File: src/rtl/pwr_mode_pkg.sv
package pwr_mode_pkg;
   typedef enum logic [1:0] {
      PM_LINE   = 2'd0,
      PM_BATRUN = 2'd1,
      PM_SLEEP  = 2'd2
   } pmode_e;

   // maskable wake sources; line restore is the extra, always-enabled cause bit 0
   localparam int unsigned WAKE_SRC_N = 6;
   localparam int unsigned CAUSE_W    = WAKE_SRC_N + 1;
endpackage

File: src/rtl/pwr_rx_fall.sv
module pwr_rx_fall #(
   parameter int unsigned SYNC_STAGES = 2
) (
   input  logic clk,
   input  logic rst_n,
   input  logic rxd,
   output logic fall
);
   localparam int unsigned SH_W = SYNC_STAGES + 1;

   generate
      if (SYNC_STAGES < 2) begin : g_bad_sync
         $error("pwr_rx_fall: SYNC_STAGES must be at least 2");
      end
   endgenerate

   logic [SH_W-1:0] sh_q;

   always_ff @(posedge clk or negedge rst_n) begin
      if (!rst_n) sh_q <= '1;
      else        sh_q <= {sh_q[SH_W-2:0], rxd};
   end

   assign fall = sh_q[SH_W-1] & ~sh_q[SH_W-2];
endmodule

File: src/rtl/pwr_qual_timer.sv
module pwr_qual_timer #(
   parameter int unsigned CNT_W = 16
) (
   input  logic             clk,
   input  logic             rst_n,
   input  logic             run,
   input  logic             clean,
   input  logic [CNT_W-1:0] limit,
   output logic             done
);
   localparam int unsigned EXT_W = CNT_W + 1;

   generate
      if (CNT_W < 1) begin : g_bad_cnt
         $error("pwr_qual_timer: CNT_W must be at least 1");
      end
   endgenerate

   logic [CNT_W-1:0] cnt_q;
   logic [EXT_W-1:0] seen_nxt;
   logic [EXT_W-1:0] lim_eff;

   assign seen_nxt = {1'b0, cnt_q} + {{CNT_W{1'b0}}, 1'b1};
   assign lim_eff  = (limit == '0) ? {{CNT_W{1'b0}}, 1'b1} : {1'b0, limit};
   assign done     = run && clean && (seen_nxt >= lim_eff);

   always_ff @(posedge clk or negedge rst_n) begin
      if (!rst_n)                      cnt_q <= '0;
      else if (!run || !clean || done) cnt_q <= '0;
      else if (cnt_q != '1)            cnt_q <= seen_nxt[CNT_W-1:0];
   end
endmodule

File: src/rtl/pwr_wake_latch.sv
module pwr_wake_latch #(
   parameter int unsigned SRC_N = 6
) (
   input  logic             clk,
   input  logic             rst_n,
   input  logic             armed,
   input  logic             line_ok,
   input  logic [SRC_N-1:0] src,
   input  logic [SRC_N-1:0] en,
   input  logic [SRC_N:0]   clr,
   output logic             wake,
   output logic [SRC_N:0]   cause
);
   logic [SRC_N:0] hits;
   logic [SRC_N:0] cause_q;

   assign hits = {src & en, line_ok};
   assign wake = armed && (|hits);

   always_ff @(posedge clk or negedge rst_n) begin
      if (!rst_n) cause_q <= '0;
      else        cause_q <= (cause_q & ~clr) | (armed ? hits : '0);
   end

   assign cause = cause_q;
endmodule

File: src/rtl/pwr_mode_ctrl.sv
module pwr_mode_ctrl
   import pwr_mode_pkg::*;
#(
   parameter int unsigned CNT_W       = 16,
   parameter int unsigned SYNC_STAGES = 2
) (
   input  logic                  clk,
   input  logic                  rst_n,
   input  logic                  bulk_low,
   input  logic                  vdd_low,
   input  logic                  sleep_req,
   input  logic                  rtc_midnight,
   input  logic                  rtc_alarm,
   input  logic                  uart_rxd,
   input  logic                  temp_evt,
   input  logic                  ext_int0,
   input  logic                  ext_int1,
   input  logic [WAKE_SRC_N-1:0] wake_en,
   input  logic [CAUSE_W-1:0]    cause_clr,
   input  logic [CNT_W-1:0]      qual_cycles,
   output logic                  batt_sel,
   output logic                  ana_reg_en,
   output logic                  dig_reg_en,
   output logic                  on_batt_stat,
   output logic [1:0]            mode,
   output logic [CAUSE_W-1:0]    wake_cause
);
   pmode_e state_q, state_d;

   logic supply_bad;
   logic rx_fall;
   logic qual_done;
   logic wake;
   logic [WAKE_SRC_N-1:0] src_vec;

   assign supply_bad = bulk_low | vdd_low;

   pwr_rx_fall #(.SYNC_STAGES(SYNC_STAGES)) u_rx_fall (
      .clk   (clk),
      .rst_n (rst_n),
      .rxd   (uart_rxd),
      .fall  (rx_fall)
   );

   pwr_qual_timer #(.CNT_W(CNT_W)) u_qual (
      .clk   (clk),
      .rst_n (rst_n),
      .run   (state_q == PM_BATRUN),
      .clean (!supply_bad),
      .limit (qual_cycles),
      .done  (qual_done)
   );

   // source order fixes the cause bit positions 1..6
   assign src_vec = {ext_int1, ext_int0, temp_evt, rx_fall, rtc_alarm, rtc_midnight};

   pwr_wake_latch #(.SRC_N(WAKE_SRC_N)) u_wake (
      .clk     (clk),
      .rst_n   (rst_n),
      .armed   (state_q == PM_SLEEP),
      .line_ok (!supply_bad),
      .src     (src_vec),
      .en      (wake_en),
      .clr     (cause_clr),
      .wake    (wake),
      .cause   (wake_cause)
   );

   always_comb begin
      state_d = state_q;
      unique case (state_q)
         PM_LINE:   if (supply_bad) state_d = PM_BATRUN;
         PM_BATRUN: begin
            if (sleep_req)      state_d = PM_SLEEP;
            else if (qual_done) state_d = PM_LINE;
         end
         PM_SLEEP:  if (wake) state_d = PM_BATRUN;
         default:   state_d = PM_BATRUN;
      endcase
   end

   always_ff @(posedge clk or negedge rst_n) begin
      if (!rst_n) state_q <= PM_BATRUN;
      else        state_q <= state_d;
   end

   assign batt_sel     = (state_q != PM_LINE);
   assign ana_reg_en   = (state_q == PM_LINE);
   assign dig_reg_en   = (state_q != PM_SLEEP);
   assign on_batt_stat = batt_sel;
   assign mode         = state_q;
endmodule

File: config.mk
export PLATFORM = sky130hd
export DESIGN_NAME = pwr_mode_ctrl
export DESIGN_NICKNAME = d
export VERILOG_FILES = /design/src/rtl/pwr_mode_pkg.sv /design/src/rtl/pwr_rx_fall.sv /design/src/rtl/pwr_qual_timer.sv /design/src/rtl/pwr_wake_latch.sv /design/src/rtl/pwr_mode_ctrl.sv
export SDC_FILE = /design/constraint.sdc
export NUM_CORES = 1
export LEC_CHECK = 0
export ABC_AREA = 1
export BUFFER_PORTS_ARGS = -buffer_cell sky130_fd_sc_hd__buf_2
export CORE_AREA = 5 5 53 89
export CTS_BUF_LIST = sky130_fd_sc_hd__clkbuf_8 sky130_fd_sc_hd__clkbuf_16
export DETAILED_ROUTE_END_ITERATION = 6
export DIE_AREA = 0 0 58 94
export PLACE_DENSITY = 0.76
export SLEW_MARGIN = 30
export SYNTH_ARGS = -nofsm -noshare
export SYNTH_HDL_FRONTEND = slang
export SYNTH_SLANG_ARGS = --single-unit
File: constraint.sdc
create_clock -name clk -period 3.3 [get_ports clk]
set_clock_uncertainty 0.05 [all_clocks]
set_input_delay 0.66 -clock clk [delete_from_list [all_inputs] [get_ports clk]]
set_output_delay 0.66 -clock clk [all_outputs]
set_load 0.01 [all_outputs]
* After elaboration in Yosys (flattened, before gate mapping)
Index checks and enable logic that the tools add are counted.
Widths: inputs -> output; s select.
** Storage, ports and cells
- Bits in registers :: 28
- Input port bits :: 40
- Output and inout port bits :: 13
- Word-level logic and storage cells :: 42
** Operators by class
- $add $sub $neg :: 1
- Order comparisons :: 1
- Equality and inequality tests :: 7
- Mux-type cells :: 9
- Bitwise gates (word level) :: 7
- Reductions and logical operators :: 13
** Operator list (number)
- $mux 16 :: 3
- $add 16x1->17 const B :: 1
- $ge 17x17->1 :: 1
- $logic_not 16->1 :: 1
- $ne 16x16->1 const B :: 1
- $mux 2 :: 4
- $and 7x7->7 :: 1
- $mux 7 :: 1
- $not 7->7 :: 1
- $or 7x7->7 :: 1
- $reduce_or 7->1 :: 1
- $and 6x6->6 :: 1
- $pmux 2 s3 :: 1
- $ne 2x2->1 const B :: 2
- $reduce_bool 2->1 :: 2
- $logic_and 1x1->1 :: 3
- $ne 3x3->1 const B :: 1
- $reduce_and 3->1 :: 1
- $eq 2x1->1 const B :: 1
- $eq 2x2->1 const B :: 1
- $logic_not 1->1 :: 2
- $logic_not 2->1 :: 1
- $logic_or 1x1->1 :: 2
- $ne 2x1->1 const B :: 1
- 3 further kinds :: 3

* Depth between registers and ports, before layout
Gate-level depths: netlist (run 1).
- Depth after elaboration :: 7
- Depth in mapped cells :: 18
- Depth with buffers taken out :: 18

* Hierarchy
A second synthesis (run 1) with hierarchy kept.
** Unflattened totals
- Cells, all modules :: 260
- Area total of the unflattened synthesis :: 2024.4 um2
** Modules (own cells, without submodules)
- pwr_qual_timer :: times used 1, cells an instance 198, area an instance 1496.4 um2, seq. area each 400.4 um2
- pwr_wake_latch :: times used 1, cells an instance 36, area an instance 306.5 um2, seq. area each 175.2 um2
- pwr_mode_ctrl :: times used 1, cells an instance 21, area an instance 132.6 um2, seq. area each 51.3 um2
- pwr_rx_fall :: times used 1, cells an instance 5, area an instance 88.8 um2, seq. area each 78.8 um2

* Worst setup path after synthesis (run 1)
No wires, ideal clock.
- Path kind :: reg2reg
- Start point :: reg u_qual.cnt_q[0]
- End point :: reg u_qual.cnt_q[0]
- Setup time :: 69 ps
- Arrival time :: 2292 ps
- Data required time :: 3181 ps
- Slack :: 889 ps
- Cell stages (with the launch flop) :: 18
- Path buffers :: 1
- Clock period less this slack :: 2411 ps
- Path through :: dfrtp_1 ha_1 nand3_2 nor2_4 nand4_1 xor2_1 inv_1 ha_1 nand2_1 inv_1 nand2_1 nor2_1 nand2_1 nand3_1 nor2_2 nand4_4 buf_12 nor2_2
** Between the ends
- Longest elaborated chain between the ends :: 5
- Elaborated cells on any way between the ends :: 8
- Those cells by class :: add/sub: 1; order compare: 1; eq/ne: 1; mux: 2; reduce/logical: 3
** Ends and longest elaborated chain
- from (decl) :: RTL line pwr_qual_timer.sv:19 : logic [CNT_W-1:0] cnt_q;
- from (signal assigned) :: RTL line pwr_qual_timer.sv:30 : else if (cnt_q != '1) cnt_q <= seen_nxt[CNT_W-1:0];
- $add 16x1->17 :: RTL line pwr_qual_timer.sv:23 : assign seen_nxt = {1'b0, cnt_q} + {{CNT_W{1'b0}}, 1'b1};
- $ge 17x17->1 :: RTL line pwr_qual_timer.sv:25 : assign done = run && clean && (seen_nxt >= lim_eff);
- $logic_and 1x1->1 :: RTL line pwr_qual_timer.sv:25
- $logic_or 1x1->1 :: RTL line pwr_qual_timer.sv:29 : else if (!run || !clean || done) cnt_q <= '0;
- $mux 16 / $reduce_bool 2->1 (equally long branches)
Several ways; a longest one is shown, not always the timed one. The select of a mux whose other input is x is not followed.
A chain may end at the register's enable or synchronous reset.

* Worst setup path in the final report (run 1)
- Start point :: reg u_qual.cnt_q[0]
- End point :: reg u_qual.cnt_q[13]
The elaborated chain is that of the path after synthesis.

==> results of run 1 <==
-- metal layers --
layer	up-vias	share of wire (%)	track usage [%]
met4	0	3.4	7.54
li1	865	-	-
met1	719	38	15.5
met3	12	4.9	2.34
met2	47	53	29.3
met5	-	0	0
-- through the flow --
| stage | utilization (%) | total power, mW | setup slack [ns] |
|---|---|---|---|
| final | 58.8 | 0.870 | 0.541 |
| after detailed placement | 56.9 | 0.621 | 0.551 |
| after global routing | 58.8 | 0.924 | 0.213 |
| after global placement | 56.9 | 0.617 | 0.639 |
| after floorplan | - | 0.539 | 0.889 |
| after CTS | 58.8 | 0.883 | 0.524 |
-- worst max-delay path by stage --
stage / slack, ns / startpoint / endpoint / cells past startpoint
CTS: 0.52 / u_qual.cnt_q[0] / u_qual.cnt_q[13] / 16
finish: 0.54 / u_qual.cnt_q[0] / u_qual.cnt_q[13] / 16
global route: 0.21 / u_qual.cnt_q[0] / u_qual.cnt_q[11] / 16
global placement: 0.64 / u_qual.cnt_q[0] / u_qual.cnt_q[12] / 16
floorplan: 0.89 / u_qual.cnt_q[0] / u_qual.cnt_q[0] / 17
detailed placement: 0.55 / u_qual.cnt_q[0] / u_qual.cnt_q[13] / 16
-- logic make-up after synthesis --
group / after synthesis
AO/OA/AOI/OAI: 14
XOR/XNOR: 13
flip-flops: 28
buffers and inverters: 58
AND/OR/NAND/NOR: 114
adder cells (fa/ha/maj): 17
-- cell type report --
type / count / area share, %
clock buffer: 3 / 1.80
clock inverter: 1 / 1.31
inverter: 56 / 9.17
multi-input combinational: 158 / 43.0
sequential: 28 / 30.8
tap: 48 / 2.62
timing repair buffer: 52 / 11.3
-- state kept, by name, summed over array words and instances, names as in the netlist --
signal,count
u_wake.cause,7
mode,2
u_rx_fall.sh_q,3
u_qual.cnt_q,16
-- power groups by stage --
stage / logic [mW] / clock network (mW) / registers (mW)
after floorplan: 0.131 / 0 / 0.407
after global placement: 0.218 / 0 / 0.398
after detailed placement: 0.222 / 0 / 0.399
after CTS: 0.223 / 0.268 / 0.392
after global routing: 0.246 / 0.283 / 0.396
final: 0.217 / 0.260 / 0.392
-- worst max-delay path, cell delays in order (launching register included) --
cell,delay (ns)
dfrtp_1,0.44
ha_1,0.23
nand3_2,0.12
nor2_4,0.17
nand4_1,0.11
xor2_1,0.24
inv_1,0.07
ha_1,0.31
nand2_1,0.07
nand2_1,0.05
nand2_1,0.05
nand2_1,0.04
nand2_1,0.05
nand3_1,0.08
nor2_2,0.15
nand4_4,0.27
nor2_1,0.19
-- cells in the final DEF, fill, tap and decap left out, types with 2 or more instances in the layout --
cell type / instances
a21oi_1: 4
buf_2: 52
clkbuf_8: 3
dfrtp_1: 24
dfstp_2: 4
ha_1: 17
inv_1: 56
nand2_1: 52
nand3_1: 6
nand3_2: 4
nand4_1: 6
nor2_1: 25
nor2_2: 11
nor2_4: 2
nor4_1: 3
o22ai_1: 6
xnor2_1: 6
xor2_1: 6
==> out/metrics.yaml, run 1 <==
pwr-share-clk_pct: 29.9
io_pins: 53
min_from: "u_rx_fall.sh_q[0]"
hpwlAfterDp_um: 3420
min_period_ns: 2.76
timing.rr.start: "u_qual.cnt_q[0]"
whs_ns: 0.311
min_to: "u_rx_fall.sh_q[1]"
arrival_ns: 2.90
clkTransAtPathRegs_ns: 0.09
n_fill_cell: 366
synth_adder_area_share_pct: 11.0
yosysMostFrequentCell: "inv_1"
synthCells: 244
hold_depth: 0
cp.required_ns: 3.44
worst_setup_path_start_kind: "flop"
p_sw_uw: 249
synth_edf_count: 0
report.final.slew_viol_count: 0
drt_iter0_drc: 18
p_seq_share_pct: 45.1
final_cells: 346
core_area_mm2: 0.00390
fin_tns_setup_ns: 0
die_h_um: 94
netlist.area_leader.share_pct: 31.1
vias: 1643
cts_repair_resize_count: 0
seq_area_frac_synth_pct: 36.6
htreeDepth: 1
synthArstFlopShare_pct: 100
die-area_mm2: 0.00545
grt_pass1_wl_um: 6680
yosys_warnings: 0
comb_power_share_pct: 25.0
fmax_mhz: 362
final_cell_area_mm2: 0.00229
muxShareOfSynthArea_pct: 0
grt_max_degree: 29
rows: 30
multi_input_area_um2: 986
placed_cell_area_mm2: 0.00222
regToRegEndpoint: "u_qual.cnt_q[13]"
cts_buffers: 3
syn_area_mm2: 0.00193
rsz0062_at_grt: "no"
synth_cell_types: 28
syn_to_final_growth_pct: 18.9
layout.nets: 356
clk_latency_ns: 0.27
initial_utilization_pct: 49.4
ant_nets: 0
clkSinkCount: 28
die_width_um: 58
synth_area_leader_cell: "dfrtp_1"
worstMarginPinSlew_ns: 0.583
register_area_um2: 706
path_class: "reg2reg"
irDropWorstVdd_uv: 440
status: "finished, final reports clean"
power-per-cell-area_mw_per_mm2: 379
reg2reg_depth: 16
cts_tree: "built"
min_path_type: "reg2reg"
io_buffers: 52
yosys-top-cells-count: "inv_1, nand2_1, nor2_1"
switching_share_pct: 28.6
synth-simple-area-share_pct: 29.2
first_pass_iters: 3
viasPerCell: 4.75
clock_path_buffers: 2
antenna_found_initial: 0
fin_crit_sh_pct: 83.6
grt-ovfl-total: 0
syn_nets: 301
cts_root_buf: "clkbuf_8"
synth_compound_area_share_pct: 4.60
cts_setup_buffers: 0
crit_fanout: 16
synth.area.top_cells: "dfrtp_1, ha_1, inv_1"
grtUsageTotal_pct: 15.4
p_int_uw: 621
grt_pass1_vias: 1713
wirelength_um: 3890
synth_seq_cells: 28
gp_congestion: 0.923
hold_viol: 0
antenna_cells: 0
synth_top_family_by_area: "simple AND/OR/NAND/NOR gates"
dp_cells: 342
endpoint_kind: "flop"
hold_buffers: 0
reg2reg_slack_ns: 0.54
slew_headroom_pct: 61.1
drc: 0
synth_xor_area_share_pct: 6.29
synthFlopType: "dfrtp_1"
avgSynthCellArea_um2: 7.91
setup_violations: 0
leakage_nw: 1.29
drv_cap: 0
wl_per_cell_um: 11.2
drive_above_1_share_pct: 27.2
Power figures use the tool's default switching activity.
==> run 2: changes to the inputs <==
--- a/config.mk
+++ b/config.mk
@@ -5,13 +5,13 @@
 export SDC_FILE = /design/constraint.sdc
 export NUM_CORES = 1
 export LEC_CHECK = 0
-export ABC_AREA = 1
+export ABC_AREA = 0
 export BUFFER_PORTS_ARGS = -buffer_cell sky130_fd_sc_hd__buf_2
-export CORE_AREA = 5 5 53 89
+export CORE_AREA = 5 5 55 93
 export CTS_BUF_LIST = sky130_fd_sc_hd__clkbuf_8 sky130_fd_sc_hd__clkbuf_16
 export DETAILED_ROUTE_END_ITERATION = 6
-export DIE_AREA = 0 0 58 94
-export PLACE_DENSITY = 0.76
+export DIE_AREA = 0 0 60 98
+export PLACE_DENSITY = 0.73
 export SLEW_MARGIN = 30
 export SYNTH_ARGS = -nofsm -noshare
 export SYNTH_HDL_FRONTEND = slang
==> constraint.sdc (replaced) <==
create_clock -name clk -period 2.4 [get_ports clk]
set_clock_uncertainty 0.05 [all_clocks]
set_input_delay 0.48 -clock clk [delete_from_list [all_inputs] [get_ports clk]]
set_output_delay 0.48 -clock clk [all_outputs]
set_load 0.01 [all_outputs]
==> out/metrics.yaml, run 2 <==
status: "finished, violations left"
violations: "setup timing"
clk_latency_ns: 0.27
largest-register: "u_qual.cnt_q"
core_area_mm2: 0.00432
avgSynthCellArea_um2: 9.04
yosysMostFrequentCell: "inv_1"
wirelength_um: 5690
io_buffers: 52
power-per-cell-area_mw_per_mm2: 332
min_path_type: "in2async"
vias: 1982
grt-ovfl-total: 0
hpwlAfterDp_um: 4130
synth_top_family_by_area: "simple AND/OR/NAND/NOR gates"
final_cell_mix: "buf_4, buf_2, inv_1"
synth_area_leader_cell: "dfrtp_1"
synthFlopType: "dfrtp_1"
crit_family: "simple AND/OR/NAND/NOR gates"
rows: 32
gp_congestion: 0.779
leakage_nw: 1.54
viasPerCell: 5.23
rsz0062_at_grt: "yes"
die_width_um: 60
cts_root_buf: "clkbuf_8"
synthArstFlopShare_pct: 100
drc: 0
drive_above_1_share_pct: 53.0
synth_edf_count: 0
io_pins: 53
synth-simple-area-share_pct: 25.7
clkTransAtPathRegs_ns: 0.09
wl_per_cell_um: 15.0
crit_fanout: 6
cp-startpoint: "u_qual.cnt_q[6]"
path_class: "reg2reg"
netlist.area_leader.share_pct: 31.3
synthCells: 212
setup_violations: 17
htreeDepth: 1
syn_area_mm2: 0.00192
antenna_found_initial: 0
synth_compound_area_share_pct: 10.8
cts_tree: "built"
worst_setup_path_start_kind: "flop"
setup_ws_ns: -0.468
yosys-top-cells-count: "inv_1, dfrtp_1, nor2_1"
layout.nets: 386
synth_seq_cells: 28
slew_headroom_pct: 59.2
first_pass_iters: 4
arrival_ns: 3.00
syn_to_final_growth_pct: 58.7
path_buf_inv: 3
cp_slowest_cell: "dfrtp_1"
grt_pass1_wl_um: 8440
worstMarginPinSlew_ns: 0.612
final_cells: 379
cts_buffers: 3
final_util_pct: 70.3
report.final.slew_viol_count: 0
irDropWorstVdd_uv: 349
synth_cell_types: 45
syn_nets: 269
dp_cells: 354
hold_viol: 0
fin_crit_sh_pct: 119
clock_path_buffers: 2
total_power_mw: 1.01
grt_max_degree: 29
layout_commonest_cell: "buf_4"
initial_utilization_pct: 44.3
synth_xor_area_share_pct: 6.85
muxShareOfSynthArea_pct: 0.522
dp_slack_ns: -0.401
die_h_um: 98
yosys_warnings: 0
critPathMaxStageDelay_ns: 0.40
grt_pass1_vias: 1962
drv_cap: 0
synth_adder_area_share_pct: 11.1
grtUsageTotal_pct: 18.5
min_period_ns: 2.87
path_cells: "buf_4, nand4_1, nor4_4, buf_4, nand3_4, xnor2_2, ha_1, nand3_2, nor4_4, a22oi_2, nand4_4, buf_8, nor3_1"
die-area_mm2: 0.00588
endpoint_kind: "flop"
largest_reg_flops: 16
fin_tns_setup_ns: -6.93
synth.area.top_cells: "dfrtp_1, ha_1, inv_1"
fmax_mhz: 349
seq_area_frac_synth_pct: 36.8
drt_iter0_drc: 63
cp.required_ns: 2.53
antenna_cells: 0
timing.rr.start: "u_qual.cnt_q[6]"
clkSinkCount: 28
ant_nets: 0
-- run 2: final timing paths --
path	slack (ns)	cells after the start	end
worst min-delay path	0.15	1	u_wake.cause[2]
min in group clk	0.24	1	u_rx_fall.sh_q[0]
max in group asynchronous	1.74	1	u_qual.cnt_q[2]
worst max register to register	-0.47	13	u_qual.cnt_q[4]
worst max-delay path	-0.47	13	u_qual.cnt_q[4]
worst min register to register	0.32	0	u_rx_fall.sh_q[2]
-- run 2: cells by family after synthesis --
group | Yosys count
DFF | 28
adders and majority gates | 17
and+or+nand+nor | 85
muxes | 1
buffers and inverters | 37
AOI/OAI and AO/OA | 29
xor gates and xnor gates | 15
-- run 2: power by group --
| part | internal (mW) | switching, mW |
|---|---|---|
| combinational | 0.106 | 0.110 |
| sequential | 0.491 | 0.0149 |
| clock | 0.147 | 0.141 |
-- run 2: repair_timing --
action | CTS | global route
pin swaps | 13 | 18
gates resized for setup | 19 | 26
buffers inserted | 12 | 8
setup endpoints to repair | 17 | 17
gates cloned | 0 | 1
hold buffers | 0 | 0
-- run 2: layer usage --
layer | vias up | global-route usage, % | routed length (um)
met5 | - | 0 | 0
met4 | 0 | 6.66 | 209
met3 | 15 | 1.19 | 226
met2 | 61 | 36.0 | 3240
met1 | 938 | 19.2 | 2020
li1 | 968 | - | -
-- run 2: final cells by class --
type                            count  area [um2]
Fill cell                         340        1280
Clock buffer                        4        55.1
Sequential cell                    28         706
Multi-Input combinational cell    147        1310
Tap cell                           51        63.8
Timing Repair Buffer              117         792
Inverter                           32         120
-- run 2: metrics by stage --
step | area, um2 | hold WS [ns]
global placement | 2560 | 0.298
detailed placement | 2560 | 0.309
finish | 3040 | 0.153
CTS | 2810 | 0.164
global route | 3040 | 0.195
floorplan | 1950 | 0.134
